`src/rtl/aif_regs_pkg.sv`:
```
package aif_regs_pkg;
  localparam int QW = 32;
  localparam int OW = 64;
  localparam logic [OW-1:0] OWNER_NONE = 64'hFFFF_0000_0000_0000;

  typedef enum logic [1:0] {
    OP_READ  = 2'd0,
    OP_WRITE = 2'd1,
    OP_CSWAP = 2'd2,
    OP_NONE  = 2'd3
  } reg_op_e;

  localparam logic [3:0] IX_OWN_HI = 4'd0;
  localparam logic [3:0] IX_OWN_LO = 4'd1;
  localparam logic [3:0] IX_EVENT  = 4'd2;
  localparam logic [3:0] IX_CLKSEL = 4'd3;
  localparam logic [3:0] IX_ENABLE = 4'd4;
  localparam logic [3:0] IX_STATUS = 4'd5;
  localparam logic [3:0] IX_SRCSTS = 4'd6;

  localparam int EVB_RX     = 0;
  localparam int EVB_TX     = 1;
  localparam int EVB_LOCK   = 4;
  localparam int EVB_ACCEPT = 5;
  localparam int EVB_SRC    = 6;

  localparam logic [15:0] CLKSEL_RST = 16'h020C;
  localparam int SLIP_LSB = 16;
endpackage

```
`src/rtl/aif_evt_detect.sv`:
```
module aif_evt_detect
  import aif_regs_pkg::*;
#(
  parameter int NSRC = 11
) (
  input  logic            clk,
  input  logic            rst_n,
  input  logic            cur_lock,
  input  logic [NSRC-1:0] src_lock,
  input  logic            ev_rx_cfg,
  input  logic            ev_tx_cfg,
  input  logic            clk_wr,
  output logic [QW-1:0]   ev_vec
);
  logic            cur_q;
  logic [NSRC-1:0] src_q;

  always_ff @(posedge clk or negedge rst_n) begin
    if (!rst_n) begin
      cur_q <= 1'b0;
      src_q <= '0;
    end else begin
      cur_q <= cur_lock;
      src_q <= src_lock;
    end
  end

  always_comb begin
    ev_vec             = '0;
    ev_vec[EVB_RX]     = ev_rx_cfg;
    ev_vec[EVB_TX]     = ev_tx_cfg;
    ev_vec[EVB_LOCK]   = cur_lock != cur_q;
    ev_vec[EVB_ACCEPT] = clk_wr;
    ev_vec[EVB_SRC]    = src_lock != src_q;
  end
endmodule

```
`src/rtl/aif_slip_track.sv`:
```
module aif_slip_track #(
  parameter int NSRC = 11
) (
  input  logic            clk,
  input  logic            rst_n,
  input  logic [NSRC-1:0] slip_in,
  input  logic            clr,
  output logic [NSRC-1:0] sticky
);
  for (genvar i = 0; i < NSRC; i++) begin : g_bit
    always_ff @(posedge clk or negedge rst_n) begin
      if (!rst_n)          sticky[i] <= 1'b0;
      else if (slip_in[i]) sticky[i] <= 1'b1;
      else if (clr)        sticky[i] <= 1'b0;
    end
  end
endmodule

```
`src/rtl/aif_notify_tx.sv`:
```
module aif_notify_tx
  import aif_regs_pkg::*;
(
  input  logic          clk,
  input  logic          rst_n,
  input  logic          bus_reset,
  input  logic [QW-1:0] ev,
  input  logic [OW-1:0] owner,
  output logic          ntf_valid,
  input  logic          ntf_ready,
  output logic [OW-1:0] ntf_addr,
  output logic [QW-1:0] ntf_data
);
  logic [QW-1:0] pend_q;
  logic [QW-1:0] send_mask;
  logic          slot_free;
  logic          owner_ok;

  assign slot_free = !ntf_valid || ntf_ready;
  assign send_mask = pend_q | ev;
  assign owner_ok  = owner != OWNER_NONE;

  always_ff @(posedge clk or negedge rst_n) begin
    if (!rst_n) begin
      ntf_valid <= 1'b0;
      ntf_addr  <= '0;
      ntf_data  <= '0;
      pend_q    <= '0;
    end else if (slot_free) begin
      pend_q <= '0;
      if (!bus_reset && owner_ok && (|send_mask)) begin
        ntf_valid <= 1'b1;
        ntf_data  <= send_mask;
        ntf_addr  <= owner;
      end else begin
        ntf_valid <= 1'b0;
      end
    end else begin
      pend_q <= bus_reset ? '0 : (pend_q | ev);
    end
  end
endmodule

```
`src/rtl/aif_global_regs.sv`:
```
module aif_global_regs
  import aif_regs_pkg::*;
#(
  parameter int NSRC = 11,
  parameter int AW   = 4
) (
  input  logic            clk,
  input  logic            rst_n,
  input  logic            bus_reset,
  input  logic            req_valid,
  input  logic [1:0]      req_op,
  input  logic [AW-1:0]   req_addr,
  input  logic            req_block,
  input  logic [31:0]     req_wdata,
  input  logic [63:0]     req_cmp,
  input  logic [63:0]     req_swap,
  output logic            rsp_valid,
  output logic [63:0]     rsp_data,
  input  logic            cur_lock,
  input  logic [7:0]      nominal_rate,
  input  logic [NSRC-1:0] src_lock,
  input  logic [NSRC-1:0] src_slip,
  input  logic            ev_rx_cfg,
  input  logic            ev_tx_cfg,
  output logic            ntf_valid,
  input  logic            ntf_ready,
  output logic [63:0]     ntf_addr,
  output logic [31:0]     ntf_data
);
  localparam int CSW = 16;

  logic [OW-1:0]   owner_q;
  logic [QW-1:0]   evt_q;
  logic [CSW-1:0]  clksel_q;
  logic            en_q;
  logic [QW-1:0]   ev_vec;
  logic [NSRC-1:0] slip_q;
  logic [QW-1:0]   src_word;
  logic [QW-1:0]   rd_word;
  logic            wr_hit, clk_wr, en_wr, cswap_hit, slip_clr;

  assign wr_hit    = req_valid && (req_op == OP_WRITE);
  assign clk_wr    = wr_hit && (req_addr == AW'(IX_CLKSEL));
  assign en_wr     = wr_hit && (req_addr == AW'(IX_ENABLE));
  assign cswap_hit = req_valid && (req_op == OP_CSWAP) && (req_addr == AW'(IX_OWN_HI));
  assign slip_clr  = req_valid && (req_op == OP_READ) && !req_block
                     && (req_addr == AW'(IX_SRCSTS));

  aif_evt_detect #(.NSRC(NSRC)) u_evt (
    .clk(clk), .rst_n(rst_n), .cur_lock(cur_lock), .src_lock(src_lock),
    .ev_rx_cfg(ev_rx_cfg), .ev_tx_cfg(ev_tx_cfg), .clk_wr(clk_wr), .ev_vec(ev_vec)
  );

  aif_slip_track #(.NSRC(NSRC)) u_slip (
    .clk(clk), .rst_n(rst_n), .slip_in(src_slip), .clr(slip_clr), .sticky(slip_q)
  );

  aif_notify_tx u_ntf (
    .clk(clk), .rst_n(rst_n), .bus_reset(bus_reset), .ev(ev_vec), .owner(owner_q),
    .ntf_valid(ntf_valid), .ntf_ready(ntf_ready), .ntf_addr(ntf_addr), .ntf_data(ntf_data)
  );

  always_ff @(posedge clk or negedge rst_n) begin
    if (!rst_n)                                 owner_q <= OWNER_NONE;
    else if (bus_reset)                         owner_q <= OWNER_NONE;
    else if (cswap_hit && (req_cmp == owner_q)) owner_q <= req_swap;
  end

  always_ff @(posedge clk or negedge rst_n) begin
    if (!rst_n) begin
      evt_q    <= '0;
      clksel_q <= CLKSEL_RST;
      en_q     <= 1'b0;
    end else begin
      if (|ev_vec) evt_q <= ev_vec;
      if (clk_wr)  clksel_q <= req_wdata[CSW-1:0];
      if (bus_reset)  en_q <= 1'b0;
      else if (en_wr) en_q <= |req_wdata;
    end
  end

  always_comb begin
    src_word                      = '0;
    src_word[NSRC-1:0]            = src_lock;
    src_word[SLIP_LSB +: NSRC]    = slip_q;
  end

  always_comb begin
    rd_word = '0;
    case (req_addr)
      AW'(IX_OWN_HI): rd_word = owner_q[63:32];
      AW'(IX_OWN_LO): rd_word = owner_q[31:0];
      AW'(IX_EVENT):  rd_word = evt_q;
      AW'(IX_CLKSEL): rd_word = {{(QW-CSW){1'b0}}, clksel_q};
      AW'(IX_ENABLE): rd_word = {{(QW-1){1'b0}}, en_q};
      AW'(IX_STATUS): rd_word = {16'h0000, nominal_rate, 7'b0000000, cur_lock};
      AW'(IX_SRCSTS): rd_word = src_word;
      default:        rd_word = '0;
    endcase
  end

  always_ff @(posedge clk or negedge rst_n) begin
    if (!rst_n) begin
      rsp_valid <= 1'b0;
      rsp_data  <= '0;
    end else begin
      rsp_valid <= req_valid;
      if (req_valid) begin
        case (req_op)
          OP_READ:  rsp_data <= {32'h0, rd_word};
          OP_CSWAP: rsp_data <= owner_q;
          default:  rsp_data <= '0;
        endcase
      end
    end
  end
endmodule

```
`config.mk`:
```
export PLATFORM = sky130hd
export DESIGN_NAME = aif_global_regs
export DESIGN_NICKNAME = d
export VERILOG_FILES = /design/src/rtl/aif_regs_pkg.sv /design/src/rtl/aif_evt_detect.sv /design/src/rtl/aif_slip_track.sv /design/src/rtl/aif_notify_tx.sv /design/src/rtl/aif_global_regs.sv
export SDC_FILE = /design/constraint.sdc
export NUM_CORES = 1
export LEC_CHECK = 0
export ABC_AREA = 0
export BUFFER_PORTS_ARGS = -buffer_cell sky130_fd_sc_hd__buf_4
export CAP_MARGIN = 20
export CORE_UTILIZATION = 30
export DETAILED_ROUTE_END_ITERATION = 10
export PLACE_DENSITY = 0.53
export SLEW_MARGIN = 15
export SYNTH_ARGS = -nofsm -noshare
export SYNTH_HDL_FRONTEND = slang
export SYNTH_HIERARCHICAL = 1
export SYNTH_SLANG_ARGS = --single-unit
```
`constraint.sdc`:
```
create_clock -name clk -period 3.35 [get_ports clk]
set_clock_uncertainty 0.05 [all_clocks]
set_input_delay 0.67 -clock clk [delete_from_list [all_inputs] [get_ports clk]]
set_output_delay 0.67 -clock clk [all_outputs]
set_load 0.02 [all_outputs]
```
After elaboration in Yosys (flattened, before gate mapping) --
Cells that the tools add are included.
Word-level totals: output and inout port bits 162, memories 0, bits in latches 0, ROM bits 0, memory bits (writable) 0, logic and storage cells 91, register bits after elaboration 303
Cells by class: order comparisons 0, multiply operators 0, muxes and demuxes 21, add/subtract/negate cells 0, shift operators 0, reduce and logical (&&, ||, !) cells 34, bitwise operators 1, equal/unequal tests 12, div/mod/pow operators 0
Operators by type and width (number):
- one-hot mux 32 bit (7 select lines) | 1
- 2-to-1 mux 64 bit | 2
- one-hot mux 64 bit (2 select lines) | 1
- equality test 64 bit | 1
- 2-to-1 mux 32 bit | 2
- inequality test 64 bit (second input constant) | 1
- OR reduction 32 bit | 2
- OR 32 x 7 -> 32 bit | 1
- nonzero test 2 bit | 13
- 2-to-1 mux 1 bit | 15
- equality test 4 x 3 -> 1 bit (second input constant) | 3
- logical AND 1 bit | 11
- inequality test 11 bit | 1
- equality test 4 x 2 -> 1 bit (second input constant) | 2
- OR reduction 5 bit | 1
- equality test 4 x 1 -> 1 bit (second input constant) | 1
- logical NOT 4 bit | 1
- logical NOT 1 bit | 3
- equality test 2 x 1 -> 1 bit (second input constant) | 1
- equality test 2 bit (second input constant) | 1
- logical NOT 2 bit | 1
- AND reduction 2 bit | 1
- logical OR 1 bit | 1
- inequality test 1 bit | 1

Logic depth before layout (Yosys ltp) --
Gate-level depths: netlist of run 1.
word-level depth 7, gate-level depth with buffers 11

Hierarchy --
Netlist of run 1, hierarchy kept.
Modules (own cells, without submodules):
- aif_global_regs | instances 1, seq. area each 4478.0 µm², cells each 912, area an instance 8792.2 µm²
- aif_notify_tx | instances 1, seq. area each 3228.1 µm², cells each 381, area an instance 5001.0 µm²
- aif_evt_detect | instances 1, seq. area each 300.3 µm², cells each 59, area an instance 656.9 µm²
- aif_slip_track | instances 1, seq. area each 275.3 µm², cells each 24, area an instance 374.1 µm²

Least setup slack after synthesis of run 1 --
No wires, ideal clock.
path type input-to-reg, start point in req_addr[3], end point reg u_ntf.ntf_addr[10], slack -110 ps, data arrival time 3286 ps, buffers on the path 4, setup time 125 ps, stages on the path 10, data required time 3175 ps, cells stage by stage buf_2 -> nor4_2 -> buf_2 -> buf_4 -> nor4_1 -> nand4_1 -> o41ai_1 -> nor3_1 -> clkbuf_1 -> mux2_2
Between the ends: cells in the longest elaborated chain, start to end 6
Ends and longest elaborated chain:
- start, declared | line aif_global_regs.sv:12 | input logic [AW-1:0] req_addr,
- equality test 4 x 2 -> 1 bit | line aif_global_regs.sv:43 | assign clk_wr = wr_hit && (req_addr == AW'(IX_CLKSEL));
- logical AND 1 bit | line aif_global_regs.sv:43
- via clk_wr | line aif_global_regs.sv:40 | logic wr_hit, clk_wr, en_wr, cswap_hit, slip_clr;
- OR 32 x 7 -> 32 bit | line aif_notify_tx.sv:20 | assign send_mask = pend_q | ev;
- OR reduction 32 bit | line aif_notify_tx.sv:31 | if (!bus_reset && owner_ok && (|send_mask)) begin
- logical AND 1 bit | line aif_notify_tx.sv:31
- AND reduction 2 bit (no line)
- end signal, assigned | line aif_notify_tx.sv:34 | ntf_addr <= owner;
- end, declared | line aif_notify_tx.sv:11 | output logic [OW-1:0] ntf_addr,
The timed path passes the listed nets, and every way through them passes these cells. A chain may end at the register's enable or synchronous reset.

Worst setup path after layout of run 1 --
start point reg owner_q[33], end point reg u_ntf.ntf_addr[51]
Between the ends: cells in the longest elaborated chain, start to end 4
Ends and longest elaborated chain:
- start, declared | line aif_global_regs.sv:32 | logic [OW-1:0] owner_q;
- start signal, assigned | line aif_global_regs.sv:66 | else if (cswap_hit && (req_cmp == owner_q)) owner_q <= req_swap;
- inequality test 64 bit | line aif_notify_tx.sv:21 | assign owner_ok = owner != OWNER_NONE;
- logical AND 1 bit (2 in a row) | line aif_notify_tx.sv:31
- AND reduction 2 bit (no line)
Every way passes these cells.

==> results of run 1 <==
==> stage by stage <==
stage          hold WS, ns  instance area, um2  instances  TNS [ns]
3_5_place_dp         0.416               18500       2376     -1.14
3_3_place_gp         0.411               18500       2376     -4.69
6_report            0.0167               19800       2445         0
4_1_cts             0.0454               19800       2442         0
5_1_grt             0.0432               19800       2444         0
2_1_floorplan        0.324               14900       1402         0
==> state kept, by name, indices dropped and copies added, names as in the netlist, 11 cells and up <==
name / flops
u_slip/sticky: 11
u_ntf/ntf_data: 32
rsp_data: 64
u_evt/src_q: 11
clksel_q: 16
u_ntf/ntf_addr: 64
evt_q: 32
owner_q: 64
u_ntf/pend_q: 32
==> logic make-up (layout without fill, tap and decap cells) <==
kind of cell,after synthesis,after routing
compound gates,340,340
xor+xnor,76,76
buf+inv,183,560
flops,330,330
mux,112,112
other cells,1,29
simple gates,334,334
==> worst register-to-register path: cells and delay by family, from the launching register on <==
family,cells,cell delay [ns]
muxes,1,0.39
buffers and inverters,3,0.69
and+or+nand+nor,4,1.38
DFF,1,0.49
==> synth_stat cells, drive strengths merged (2+ instances only) <==
cell type  count  area [um2]
dfrtp        311        7780
a21oi        120         601
nor2         109         409
o21ai         81         405
mux2          80         901
nand3         75         375
inv           67         251
buf           61         395
nor4          61         415
clkbuf        55         206
xor2          54         473
a22oi         49         368
a21o          43         324
mux2i         32         320
nand2         24        90.1
xnor2         22         193
nand4         20         125
dfstp         19         499
a211o         16         140
a21boi        16         120
nand2b        13        81.3
a31oi         10        62.6
nand4b        10        87.6
nor3           6        35.0
nor2b          5        31.3
a22o           2        17.5
and2           2        12.5
or3            2        12.5
==> layout make-up <==
cell class                      count  area [um2]
Antenna cell                        2        5.00
Clock buffer                       62        1160
Clock inverter                      4        48.8
Fill cell                        4897       29100
Inverter                           67         251
Multi-Input combinational cell    889        5830
Sequential cell                   330        8280
Tap cell                          664         831
Timing Repair Buffer              427        3360
==> where the power goes <==
group,leakage (nW),internal (mW),total (mW),switching [mW]
Clock,0.592,2.45,4.12,1.67
Sequential,4.17,4.22,4.37,0.148
Combinational,4.26,0.564,1.29,0.726
Total,9.03,7.23,9.78,2.55
==> path summary, 6_finish.rpt <==
check / endpoint / cells after the start / startpoint
setup / recovery: u_ntf/ntf_addr[51] / 8 / owner_q[33]
hold / removal: rsp_data[48] / 1 / rst_n
setup reg to reg: u_ntf/ntf_addr[51] / 8 / owner_q[33]
hold reg to reg: evt_q[13] / 1 / evt_q[13]
max in group asynchronous: u_ntf/pend_q[24] / 2 / rst_n
min in group clk: u_evt/src_q[2] / 1 / src_lock[2]
==> layer usage <==
metal / global-route usage [%] / part of all wire [%] / up-vias
met3: 5.15 / 6.6 / 86
met4: 7.79 / 3.2 / 2
met1: 30.2 / 44 / 6098
met5: 0 / 0.023 / -
li1: - / - / 5576
met2: 36.7 / 46 / 447
==> results.json, run 1 <==
{
  "worst_slack_ns": 0.236,
  "synth-adder-area-share_pct": 0,
  "worst_pin_slew_ns": 0.882,
  "outcome": "finished clean",
  "slowest_stage": "nor4_1",
  "final_util_pct": 40.5,
  "port_buffers": 366,
  "grt_usage_pct": 22.8,
  "overflow": 0,
  "slew_headroom_pct": 41.2,
  "dr.pass1.iters": 5,
  "synth.yosys.warnings": 6,
  "p_leak_nw": 9.03,
  "wl_per_cell_um": 23.6,
  "ant_nets": 0,
  "syn_area_um2": 14800,
  "vdd_drop_max_v": 0.000277,
  "fmax_mhz": 321,
  "grt_pass1_wl_um": 84300,
  "cpLargestDelayFamily": "simple AND/OR/NAND/NOR gates",
  "cp-end-kind": "flip-flop",
  "period_minus_slack_ns": 3.11,
  "fp-row-count": 81,
  "synth_compound_area_share_pct": 13.9,
  "cts_hold_buf": 0,
  "core_area_um2": 48800,
  "required_ns": 3.72,
  "htreeDepth": 2,
  "dieArea_um2": 50300,
  "dp_hpwl_um": 43200,
  "total_power_mw": 9.78,
  "path_common_cell": "buf_4",
  "synth-main-ff-cell": "dfrtp_1",
  "finalHoldViolCount": 0,
  "setup_violations": 0,
  "syn2layout_area_growth_pct": 33.4,
  "antenna_found_initial": 3,
  "cts_made_buffers": 38,
  "cts_resized": 0,
  "ys_seq_elements": 330,
  "hold_path.class": "primary input to asynchronous set/reset pin",
  "slowest_delay_ns": 0.55,
  "synth.distinct_cells": 49,
  "place.gp.congestion": 0.874,
  "synth.avg_cell_area_um2": 10.8,
  "grt_pass1_vias": 12700,
  "fp.dieH_um": 224,
  "drive_above_1_share_pct": 32.3,
  "arrival_ns": 3.49,
  "wirelength_um": 57800,
  "reg2reg_slack_ns": 0.24,
  "crit_buf_inv": 3,
  "cts_sinks": 330,
  "rsz0062_at_grt": "false",
  "cts_root_buf": "clkbuf_16",
  "cts_buffer_depth": 3,
  "drt-initial-drc-count": 791,
  "worst-setup-path-type": "flip-flop to flip-flop",
  "synth_edf_count": 0,
  "final_common_cell": "buf_4",
  "drc": 0,
  "pin_count": 367,
  "syn_inst": 1376,
  "fin_crit_sh_pct": 93.0,
  "cap_violations": 0,
  "die_x_um": 224,
  "place_ws_ns": -0.0286,
  "yosys.area_share.xor_xnor_pct": 4.49,
  "yosys.area_share.simple_pct": 11.7,
  "viasPerCell": 4.99,
  "post_cts_buffers": 0,
  "fin_nets": 1958,
  "cp-start-kind": "flip-flop",
  "final_cell_mix": "buf_4, dfrtp_1, a21oi_1",
  "start_util_pct": 30.3,
  "vias": 12200,
  "grt_max_degree": 75,
  "async_flop_share_pct": 100,
  "cts_tree": "done",
  "p_per_area_nw_per_um2": 494,
  "synthMuxAreaShare_pct": 8.24,
  "yosysSeqAreaShare_pct": 55.9,
  "clk_pin_slew_ns": 0.06,
  "synth_top_family_by_area": "compound AO/OA/AOI/OAI gates",
  "clk_latency_ns": 0.55,
  "critPathMaxFanout": 62,
  "crit_chain": "buf_4 -> nor4_1 -> buf_4 -> nand4_1 -> nor4_2 -> nor3_2 -> buf_12 -> mux2_2",
  "maxSlewViolCount": 0
}
(Power assumes the default switching activity.)
==> run 2: changes to the inputs <==
- HOLD_SLACK_MARGIN: default -> 0.15
- REMOVE_ABC_BUFFERS: default -> 1
==> run 2 against run 1 <==
  * Fmax increased by 4.4%
  * Sequential share of layout area decreased by 0.41 points
  * Global-route usage decreased by 0.19 points
  * Combinational power about the same
  * Sequential cell count unchanged
  * First-iteration DRC count increased by 17%
  * Design area increased by 0.99%
  * Cell count increased by 0.78%
  * Die area unchanged
  * Power increased by 3.3%
  * Register-to-register slack improved by 0.13 ns
  * Highest routed layer unchanged
==> results.json, run 2 (synthesis results as in run 1) <==
{
  "fin_crit_sh_pct": 89.0,
  "clk_latency_ns": 0.57,
  "worst_slack_ns": 0.367,
  "slowest_delay_ns": 0.39,
  "cts_sinks": 330,
  "period_minus_slack_ns": 2.98,
  "die_x_um": 224,
  "grt_usage_pct": 22.6,
  "cap_violations": 0,
  "cp-end-kind": "flip-flop",
  "arrival_ns": 3.41,
  "ff_latch_area_um2": 8280,
  "dieArea_um2": 50300,
  "htreeDepth": 2,
  "slowest_stage": "dfrtp_1",
  "hold_path.class": "primary input to flip-flop",
  "grt_pass1_wl_um": 83800,
  "fp.dieH_um": 224,
  "worst-setup-path-type": "flip-flop to flip-flop",
  "drt-initial-drc-count": 923,
  "maxSlewViolCount": 0,
  "antenna_found_initial": 13,
  "vias": 12300,
  "cp-start-kind": "flip-flop",
  "final_common_cell": "buf_4",
  "setup_violations": 0,
  "outcome": "finished clean",
  "crit_chain": "xor2_1 -> nor4_1 -> nand3_1 -> nor4_1 -> nand4_1 -> o41ai_1 -> buf_4 -> nor3_2 -> buf_12 -> buf_4 -> mux2i_1",
  "final_cell_mix": "buf_4, dfrtp_1, a21oi_1",
  "worst_pin_slew_ns": 0.851,
  "place_ws_ns": -0.0723,
  "wl_met1_um": 25700,
  "rsz0062_at_grt": "false",
  "dp_hpwl_um": 42200,
  "cts_made_buffers": 40,
  "wl_met3_um": 3610,
  "critPathMaxFanout": 49,
  "overflow": 0,
  "clk_pin_slew_ns": 0.06,
  "fmax_mhz": 335,
  "wl_per_cell_um": 23.3,
  "finalHoldViolCount": 0,
  "syn2layout_area_growth_pct": 34.7,
  "hold_depth": 1,
  "p_per_area_nw_per_um2": 506,
  "placedCellCount": 2385,
  "slew_headroom_pct": 43.3,
  "port_buffers": 366,
  "fp-row-count": 81,
  "post_cts_buffers": 0,
  "pin_count": 367,
  "core_area_um2": 48800,
  "vdd_drop_max_v": 0.000291,
  "cts_buffer_depth": 3,
  "dr.pass1.iters": 5,
  "reg2reg_depth": 11,
  "start_util_pct": 30.3,
  "cts_root_buf": "clkbuf_16",
  "instances_no_fill": 2464,
  "wl_met2_um": 26700,
  "ant_nets": 0,
  "drc": 0,
  "wirelength_um": 57500,
  "required_ns": 3.78,
  "grt_max_degree": 76,
  "top_layer_used": "met5",
  "drive_above_1_share_pct": 33.6,
  "fin_nets": 1969,
  "cts_tree": "done",
  "biggestRegsByFlops": "owner_q x64, rsp_data x64, u_ntf/ntf_addr x64",
  "p_leak_nw": 9.15,
  "viasPerCell": 5.01,
  "fillCellCount": 4838,
  "grt_pass1_vias": 12400,
  "place.gp.congestion": 0.850,
  "multiInputGateArea_um2": 5840
}
-- run 2: changes by cell type in the layout (fill, tap and decap cells not counted), sizes merged --
cell	previous run	this run
clkbuf	62	53
dlygate4sd3	0	1
clkinv	3	10
clkinvlp	0	3
buf	427	435
diode	2	6
inv	67	70
bufinv	1	3
-- run 2: stage by stage --
step                hold WS (ns)  power, mW  setup TNS [ns]  area (um2)  utilization [%]
global placement           0.410       5.72          -0.796       18600             38.1
finish                     0.189       10.1               0       20000             40.9
CTS                        0.164       10.2               0       20000             40.9
floorplan                  0.324       4.91         -840.66       14300                -
global route               0.179       10.5               0       20000             40.9
detailed placement         0.418       5.73          -0.768       18600             38.1
-- run 2: worst max-delay path: cells and delay by family, from the launching register on --
kind	cells	cell delay, ns
compound gates	1	0.38
flops	1	0.39
buf+inv	3	0.58
xor+xnor	1	0.16
simple gates	5	1.10
mux	1	0.17
-- run 2: final cells by class --
type | instances | share of cell area (%)
clock buffers | 53 | 5.76
repair buffers | 436 | 17.1
flip-flops and latches | 330 | 41.5
multi-input cells | 889 | 29.2
inverters | 67 | 1.26
diodes | 6 | 0.0752
clock inverters | 19 | 0.977
well taps | 664 | 4.16
-- run 2: layer usage --
metal	global-route usage (%)	vias to the layer above
met2	35.8	405
met3	4.95	85
met1	30.8	6222
met5	0	-
li1	-	5613
met4	7.15	14
-- run 2: path summary, 6_finish.rpt --
| path | slack [ns] | endpoint | from |
|---|---|---|---|
| max in group asynchronous | 1.73 | clksel_q[3] | rst_n |
| min reg2reg | 0.43 | evt_q[20] | evt_q[20] |
| min in group asynchronous | 0.64 | u_ntf/ntf_addr[13] | rst_n |
| max | 0.37 | u_ntf/ntf_data[21] | u_evt/src_q[0] |
| min | 0.19 | u_evt/src_q[6] | src_lock[6] |
| max reg2reg | 0.37 | u_ntf/ntf_data[21] | u_evt/src_q[0] |
-- run 2: timing repair --
| item | in CTS | in global routing |
|---|---|---|
| hold buffers | 1 | 0 |
| gates resized for setup | 0 | 0 |
| hold endpoints to repair | 66 | 0 |
-- run 2: power by group --
group	leakage (nW)	switching, mW	internal, mW
sequential	4.17	0.147	4.22
clock	0.665	1.78	2.66
combinational	4.31	0.724	0.568
